[config.mk]
export PLATFORM = sky130hd
export DESIGN_NAME = xlat_cache
export DESIGN_NICKNAME = d
export VERILOG_FILES = /design/src/rtl/xlat_pkg.sv /design/src/rtl/xlat_tag_cmp.sv /design/src/rtl/xlat_victim.sv /design/src/rtl/xlat_cache.sv
export SDC_FILE = /design/constraint.sdc
export NUM_CORES = 1
export LEC_CHECK = 0
export BUFFER_PORTS_ARGS = -buffer_cell sky130_fd_sc_hd__buf_2
export CAP_MARGIN = 20
export CORE_MARGIN = 2
export CORE_UTILIZATION = 50
export CTS_BUF_LIST = sky130_fd_sc_hd__clkbuf_8
export DETAILED_ROUTE_END_ITERATION = 6
export PLACE_DENSITY = 0.68
export SLEW_MARGIN = 20
export SYNTH_ARGS = -nofsm -noshare
export SYNTH_HDL_FRONTEND = slang
export SYNTH_SLANG_ARGS = --single-unit
[constraint.sdc]
create_clock -name clk -period 22 [get_ports clk]
set_input_delay 0 -clock clk [delete_from_list [all_inputs] [get_ports clk]]
set_output_delay 0 -clock clk [all_outputs]
set_load 0.02 [all_outputs]
[src/rtl/xlat_pkg.sv]
package xlat_pkg;
  localparam int unsigned VPN_W_DEF  = 27;
  localparam int unsigned PPN_W_DEF  = 44;
  localparam int unsigned ASID_W_DEF = 16;
  localparam int unsigned ENTRY_DEF  = 8;

  // Permission bits; v sits in bit 0.
  typedef struct packed {
    logic u;
    logic x;
    logic w;
    logic r;
    logic v;
  } xlat_perm_t;
endpackage

[src/rtl/xlat_tag_cmp.sv]
module xlat_tag_cmp #(
  parameter int unsigned VPN_W  = 27,
  parameter int unsigned ASID_W = 16
) (
  input  logic              ent_valid,
  input  logic [VPN_W-1:0]  ent_vpn,
  input  logic [ASID_W-1:0] ent_asid,
  input  logic [VPN_W-1:0]  key_vpn,
  input  logic [ASID_W-1:0] key_asid,
  output logic              equal
);
  always_comb begin
    equal = ent_valid && (ent_vpn == key_vpn) && (ent_asid == key_asid);
  end
endmodule

[src/rtl/xlat_victim.sv]
module xlat_victim #(
  parameter int unsigned ENTRIES = 8,
  localparam int unsigned IDX_W  = (ENTRIES > 1) ? $clog2(ENTRIES) : 1
) (
  input  logic               clk,
  input  logic               rst_n,
  input  logic [ENTRIES-1:0] slot_valid,
  input  logic               alloc,
  output logic [IDX_W-1:0]   victim_idx
);
  logic [IDX_W-1:0] ptr_q, ptr_d;
  logic [IDX_W-1:0] free_idx;
  logic             all_full;
  logic             ptr_en;

  always_comb begin
    free_idx = '0;
    for (int i = ENTRIES - 1; i >= 0; i--) begin
      if (!slot_valid[i]) free_idx = IDX_W'(i);
    end
    all_full   = &slot_valid;
    victim_idx = all_full ? ptr_q : free_idx;
    ptr_en     = alloc && all_full;
    if (ptr_q == IDX_W'(ENTRIES - 1)) ptr_d = '0;
    else                              ptr_d = ptr_q + 1'b1;
  end

  always_ff @(posedge clk or negedge rst_n) begin
    if (!rst_n)      ptr_q <= '0;
    else if (ptr_en) ptr_q <= ptr_d;
  end

  // a free slot chosen while not full really is free
  p_free_slot_r8: assert property (@(posedge clk) disable iff (!rst_n)
    (alloc && !all_full) |-> !slot_valid[victim_idx]);

  // pointer only moves on a replacement in a full buffer
  p_ptr_hold_r9: assert property (@(posedge clk) disable iff (!rst_n)
    !(alloc && all_full) |=> $stable(ptr_q));
endmodule

[src/rtl/xlat_cache.sv]
module xlat_cache
  import xlat_pkg::*;
#(
  parameter int unsigned VPN_W   = VPN_W_DEF,
  parameter int unsigned PPN_W   = PPN_W_DEF,
  parameter int unsigned ASID_W  = ASID_W_DEF,
  parameter int unsigned ENTRIES = ENTRY_DEF
) (
  input  logic              clk,
  input  logic              rst_n,
  input  logic              lk_valid,
  input  logic [VPN_W-1:0]  lk_vpn,
  input  logic [ASID_W-1:0] lk_asid,
  output logic              lk_hit,
  output logic              lk_miss,
  output logic [PPN_W-1:0]  lk_ppn,
  output logic [4:0]        lk_perm,
  input  logic              fill_valid,
  input  logic [VPN_W-1:0]  fill_vpn,
  input  logic [ASID_W-1:0] fill_asid,
  input  logic [PPN_W-1:0]  fill_ppn,
  input  logic [4:0]        fill_perm,
  input  logic              fl_valid,
  input  logic              fl_all,
  input  logic [ASID_W-1:0] fl_asid
);
  localparam int unsigned IDX_W = (ENTRIES > 1) ? $clog2(ENTRIES) : 1;

  logic [ENTRIES-1:0] vld_q, vld_d, vld_kept, fl_kill;
  logic [ENTRIES-1:0] lk_eq, fill_eq, wr_en;
  logic [VPN_W-1:0]   vpn_q  [ENTRIES];
  logic [ASID_W-1:0]  asid_q [ENTRIES];
  logic [PPN_W-1:0]   ppn_q  [ENTRIES];
  xlat_perm_t         perm_q [ENTRIES];

  logic             fill_match;
  logic [IDX_W-1:0] match_idx, victim_idx, wr_idx;
  logic             alloc;
  xlat_perm_t       hit_perm;

  // Per-entry compare and fence decode
  for (genvar g = 0; g < ENTRIES; g++) begin : g_ent
    xlat_tag_cmp #(.VPN_W(VPN_W), .ASID_W(ASID_W)) u_lk_cmp (
      .ent_valid (vld_q[g]),
      .ent_vpn   (vpn_q[g]),
      .ent_asid  (asid_q[g]),
      .key_vpn   (lk_vpn),
      .key_asid  (lk_asid),
      .equal     (lk_eq[g])
    );
    xlat_tag_cmp #(.VPN_W(VPN_W), .ASID_W(ASID_W)) u_fill_cmp (
      .ent_valid (vld_kept[g]),
      .ent_vpn   (vpn_q[g]),
      .ent_asid  (asid_q[g]),
      .key_vpn   (fill_vpn),
      .key_asid  (fill_asid),
      .equal     (fill_eq[g])
    );

    always_comb begin
      fl_kill[g]  = fl_valid && (fl_all || (asid_q[g] == fl_asid));
      vld_kept[g] = vld_q[g] && !fl_kill[g];
      wr_en[g]    = fill_valid && (wr_idx == IDX_W'(g));
    end

    // Payload registers: no reset, written under enable
    always_ff @(posedge clk) begin
      if (wr_en[g]) begin
        vpn_q[g]  <= fill_vpn;
        asid_q[g] <= fill_asid;
        ppn_q[g]  <= fill_ppn;
        perm_q[g] <= xlat_perm_t'(fill_perm);
      end
    end
  end

  // Hit data select (at most one entry matches)
  always_comb begin
    lk_ppn   = '0;
    hit_perm = '0;
    for (int i = 0; i < ENTRIES; i++) begin
      if (lk_eq[i]) begin
        lk_ppn   = lk_ppn | ppn_q[i];
        hit_perm = hit_perm | perm_q[i];
      end
    end
    lk_perm = hit_perm;
    lk_hit  = lk_valid && !fl_valid && (|lk_eq);
    lk_miss = lk_valid && !lk_hit;
  end

  // Refill target: existing match first, else victim logic
  always_comb begin
    match_idx = '0;
    for (int i = ENTRIES - 1; i >= 0; i--) begin
      if (fill_eq[i]) match_idx = IDX_W'(i);
    end
    fill_match = |fill_eq;
    alloc      = fill_valid && !fill_match;
    wr_idx     = fill_match ? match_idx : victim_idx;
    vld_d      = vld_kept | wr_en;
  end

  xlat_victim #(.ENTRIES(ENTRIES)) u_victim (
    .clk        (clk),
    .rst_n      (rst_n),
    .slot_valid (vld_kept),
    .alloc      (alloc),
    .victim_idx (victim_idx)
  );

  always_ff @(posedge clk or negedge rst_n) begin
    if (!rst_n) vld_q <= '0;
    else        vld_q <= vld_d;
  end

  // refill never leaves two entries answering one key
  p_single_match_r7: assert property (@(posedge clk) disable iff (!rst_n)
    $onehot0(lk_eq));

  // no hit during a fence
  p_fence_miss_r6: assert property (@(posedge clk) disable iff (!rst_n)
    fl_valid |-> !lk_hit);

  // global fence without refill empties the buffer
  p_global_empty_r4: assert property (@(posedge clk) disable iff (!rst_n)
    (fl_valid && fl_all && !fill_valid) |=> (vld_q == '0));

  // a refill always leaves at least one valid entry
  p_fill_kept_r10: assert property (@(posedge clk) disable iff (!rst_n)
    fill_valid |=> (vld_q != '0));

  // a selective fence without refill never adds valid entries
  p_sel_no_grow_r5: assert property (@(posedge clk) disable iff (!rst_n)
    (fl_valid && !fill_valid) |=> (($past(vld_q) | vld_q) == $past(vld_q)));
endmodule

After elaboration in Yosys (flattened, before gate mapping). Memories as Yosys holds them, arrays and structs flattened. Index checks and enable logic that the tools add are counted.

Equality and inequality tests: 48. $add $sub $neg: 1. Reduce and logical (&&, ||, !) cells: 112. Multiplexer cells: 135. Bitwise logic cells: 15.

Operators by type and width (count): $mux W44 (15); $eq A27 B27 Y1 (16); $eq A16 B16 Y1 (24); $or A44 B44 Y44 (7); $reduce_or A44 Y1 (7); $mux W27 (7); $reduce_or A27 Y1 (7); $mux W3 (47); $mux W16 (7); $reduce_or A16 Y1 (7); $mux W5 (15); $logic_and A1 B1 Y1 (61); $mux W1 (44); $or A5 B5 Y5 (7); $reduce_or A5 Y1 (7); $reduce_or A8 Y1 (2); $eq A3 B3 Y1 const B (5); $logic_not A1 Y1 (11); $logic_or A1 B1 Y1 (8); $or A8 B8 Y8 (1); $reduce_and A8 Y1 (1); $eq A3 B2 Y1 const B (2); $add A3 B1 Y3 const B (1); $eq A3 B1 Y1 const B (1); $logic_not A3 Y1 (1).

Memory bits (writable): 736. Register bits after elaboration: 11. Memories: 4. Logic and storage cells: 317. Input bits: 157.

Memories: ppn_q (words 8, width 44, rd ports 8, clocked after Yosys merged registers in 0, write ports 1, RTL line xlat_cache.sv:33) `logic [PPN_W-1:0] ppn_q [ENTRIES];`; vpn_q (words 8, width 27, rd ports 8, clocked after Yosys merged registers in 0, write ports 1, RTL line xlat_cache.sv:31) `logic [VPN_W-1:0] vpn_q [ENTRIES];`; asid_q (words 8, width 16, rd ports 8, clocked after Yosys merged registers in 0, write ports 1, RTL line xlat_cache.sv:32) `logic [ASID_W-1:0] asid_q [ENTRIES];`; perm_q (words 8, width 5, rd ports 8, clocked after Yosys merged registers in 0, write ports 1, RTL line xlat_cache.sv:34) `xlat_perm_t perm_q [ENTRIES];`.

Logic depth before layout (Yosys ltp).
Word-level depth: 28. Depth in mapped cells: 11. Depth with buffers taken out: 9.

Modules after synthesis. A second synthesis with hierarchy kept.

Cells, all modules: 2326. Area total of the unflattened synthesis: 34352.9 um^2.

Modules (own cells, without submodules): xlat_cache (cells each 1293, instances 1, area an instance 26141.3 um^2, seq. area each 22301.4 um^2); xlat_tag_cmp (cells each 63, instances 16, area an instance 498.0 um^2, seq. area each 0.0 um^2); xlat_victim (cells each 25, instances 1, area an instance 244.0 um^2, seq. area each 75.1 um^2).

Worst setup path before layout. Ideal clock, no wire load.

Path kind: register to register. Start point: mem asid_q[4][8], in the netlist asid_q[1][8]. End point: mem asid_q[7][0], in the netlist asid_q[1][48], enable pin. Arrival: 7.101 ns. Cell stages (with the launch flop): 10. Setup time: 0.593 ns. Path buffers: 0. Required time: 21.407 ns. Setup slack: 14.306 ns. Period minus slack after synthesis: 7.694 ns. Cells stage by stage: edfxtp_1 > xor2_1 > nor4_1 > a41oi_1 > o21ai_2 > o22ai_1 > or3_1 > nor3_2 > a21oi_4 > nor4b_2.

RTL lines (RTL line): start, declared (xlat_cache.sv:32).

==> flow_metrics.tcl <==
set metrics [dict create \
    status "complete, no violations" \
    p_leak_nw 13.5 \
    synth_nets 2494 \
    drive_gt1_frac 0.159 \
    r2r-end "ppn_q[0][131]" \
    tightest_slew_ns 1.05 \
    hpwl_mm 73.5 \
    ys_seq_area_frac 0.648 \
    final_cells 3664 \
    h-tree-depth 3 \
    synth_cells 2335 \
    worst_ep_arrival_time_ns 5.44 \
    path_common_cell "buf_4" \
    antenna_found_initial 7 \
    grt_max_degree 62 \
    rows 96 \
    n_fill_cell 5353 \
    cts_sinks 747 \
    path_max_fanout 50 \
    grt.overflow.total 0 \
    grt_setup_unrepaired "no" \
    area.growth.synth_to_final_pct 16.1 \
    slowest_stage "buf_4" \
    multi_input_area_mm2 0.0114 \
    mostFrequentLayoutCell "edfxtp_1" \
    io_pins 208 \
    clock_latency_ns 0.78 \
    p_per_area_mw_per_mm2 84.9 \
    fin_crit_sh 0.229 \
    hold_class "in -> reg" \
    syn-mean-instance-area_um2 14.8 \
    cts-root-buf "clkbuf_8" \
    skew_ns 0.0594 \
    drtPass1Iterations 5 \
    total_power_w 0.00340 \
    die-area_mm2 0.0712 \
    yosysTopAreaCell "edfxtp_1" \
    vias 23254 \
    drt_iter0_drc 3528 \
    path_clk_slew_ns 0.07 \
    post-cts-setup-buffers 0 \
    async_flop_share 0.0147 \
    io_buffers 207 \
    whs_path_depth 2 \
    mappedNetlistArea_mm2 0.0345 \
    chipHeight_um 267 \
    ff2ff_setup_slack_ns 16.96 \
    tritoncts "done" \
    grt_pass1_wl_mm 172 \
    reg2regPathDepth 11 \
    synth_enable_flop_cells 736 \
    die_w_um 267 \
    whs_ns 0.0338 \
    synth_warnings 0 \
    layout.cells.most_common_list "736 x edfxtp_1, 422 x xor2_1, 374 x xnor2_1" \
    numCtsBuffers 119 \
    critPathLaunchType "register" \
    grt_pass1_vias 23254 \
    ys_types 67 \
    routed_wl_mm 126 \
    start_util 0.504 \
    finalSetupViolations 0 \
    relSlewSlack 0.301 \
    path_cells "xor2_1, nor4_1, a41oi_1, o21ai_0, or2_2, a221o_1, a22oi_4, or3_4, nor2_4, buf_4, buf_4" \
    hp-start "fill_ppn[38]" \
    core_mm2 0.0685 \
    post_synth_main_area_contributors "edfxtp_1 64%, xor2_1 11%, xnor2_1 9.5%, nor4_1 2.2%, nand4_1 2.1%" \
    seqCellArea_mm2 0.0224 \
    reg2reg_from "asid_q[0][48]" \
    final_hold_viol_count 0 \
    fmax_mhz 198 \
    final_nets 2833 \
    via_per_inst 6.35 \
    holdPathEnd "ppn_q[1][38]" \
    setup_tns_ns 0 \
    cp-end-kind "register" \
    antenna_left 0 \
    track_usage 0.351 \
    ys.flop_type "edfxtp_1" \
    clockBufferDepth 3 \
    cap_violations 0 \
    drc 0 \
    routedWlPerCell_um 34.3 \
    period_needed_ns 5.04 \
    peakVddDrop_uv 73.9 \
    timing.setup.critical_path_class "reg -> reg" \
    place.gp.congestion 0.993 \
    worst_path_largest_cell_delay_ns 0.73 \
    placed_cells_incl_taps 3307 \
    ys_seq_elements 747 \
    worstPathRequired_ns 22.40 \
    finalMaxSlewViolations 0 \
    yosysTopAreaCellShare 0.640 \
]
## synthesized netlist by cell type, types with 32 or more instances
cell type and count:
xnor2_1 374, xor2_1 422, a22o_1 37, a221oi_1 39, nand2_1 32, nand4_1 115
nand3_1 58, clkbuf_1 38, edfxtp_1 736, a22oi_1 75, nor4_1 123, buf_2 86
## worst max-delay path by stage
| stage | start | to | slack, ns | cells after the start |
|---|---|---|---|---|
| global route | asid_q[0][48] | ppn_q[1][1] | 16.79 | 10 |
| detailed placement | asid_q[0][50] | ppn_q[0][44] | 16.98 | 10 |
| CTS | asid_q[0][50] | vpn_q[0][49] | 16.97 | 10 |
| floorplan | asid_q[1][8] | asid_q[1][48] | 14.31 | 9 |
| global placement | fill_vpn[16] | ppn_q[0][44] | 17.00 | 11 |
| finish | asid_q[0][48] | ppn_q[0][131] | 16.96 | 11 |
## routing by layer
metal	up-vias	track usage	routed length [µm]
met3	379	0.0850	14900
met2	1638	0.532	56000
met1	11699	0.460	46200
met5	-	0	37
li1	9532	-	-
met4	6	0.215	8430
## cell type report
class                           instances  area share
Antenna cell                            2    0.000125
Clock buffer                          121      0.0416
Clock inverter                        106      0.0223
Inverter                               22     0.00240
Multi-Input combinational cell       1423       0.285
Sequential cell                       747       0.559
Tap cell                              882      0.0275
Timing Repair Buffer                  361      0.0630
## critical path: cells and delay by family, from the launching register on
kind / cells / cell delay, ns
buffers and inverters: 2 / 1.24
AOI/OAI and AO/OA: 4 / 1.25
xor gates and xnor gates: 1 / 0.19
DFF: 1 / 0.46
and+or+nand+nor: 4 / 1.36
## state kept, by name (all words and copies together) (netlist names)
signal	cells
ppn_q	352
vld_q	8
perm_q	40
vpn_q	216
asid_q	128
u_victim.ptr_q	3
## kinds of logic (layout without fill, tap and decap cells)
family          count (synthesis)  after routing  share of synthesized area
buf+inv                       165            610                     0.0247
fa+ha+maj                       2              2                   0.000725
flops                         747            747                      0.648
compound gates                233            233                     0.0567
xor+xnor                      796            796                      0.202
other cells                     0              2                          0
simple gates                  389            389                     0.0667
mux                             3              3                   0.000979
## per-stage QoR
| step | util | setup slack (ns) | area, µm² |
|---|---|---|---|
| detailed placement | 0.529 | 16.98 | 36200 |
| floorplan | - | 14.31 | 34500 |
| global route | 0.585 | 16.79 | 40100 |
| CTS | 0.585 | 16.97 | 40000 |
| global placement | 0.529 | 17.00 | 36200 |
| finish | 0.585 | 16.96 | 40100 |
## what timing repair did
action,4_1_cts,5_1_grt
hold buffers,127,0
gates resized for setup,0,0
endpoints found under the hold margin,773,0
## where the power goes
group / internal, W / switching [W]
registers: 0.00168 / 0.0000581
clock network: 0.000679 / 0.000593
logic: 0.000125 / 0.000268
total: 0.00248 / 0.000918
No activity file was read; power rests on OpenSTA's default activity.
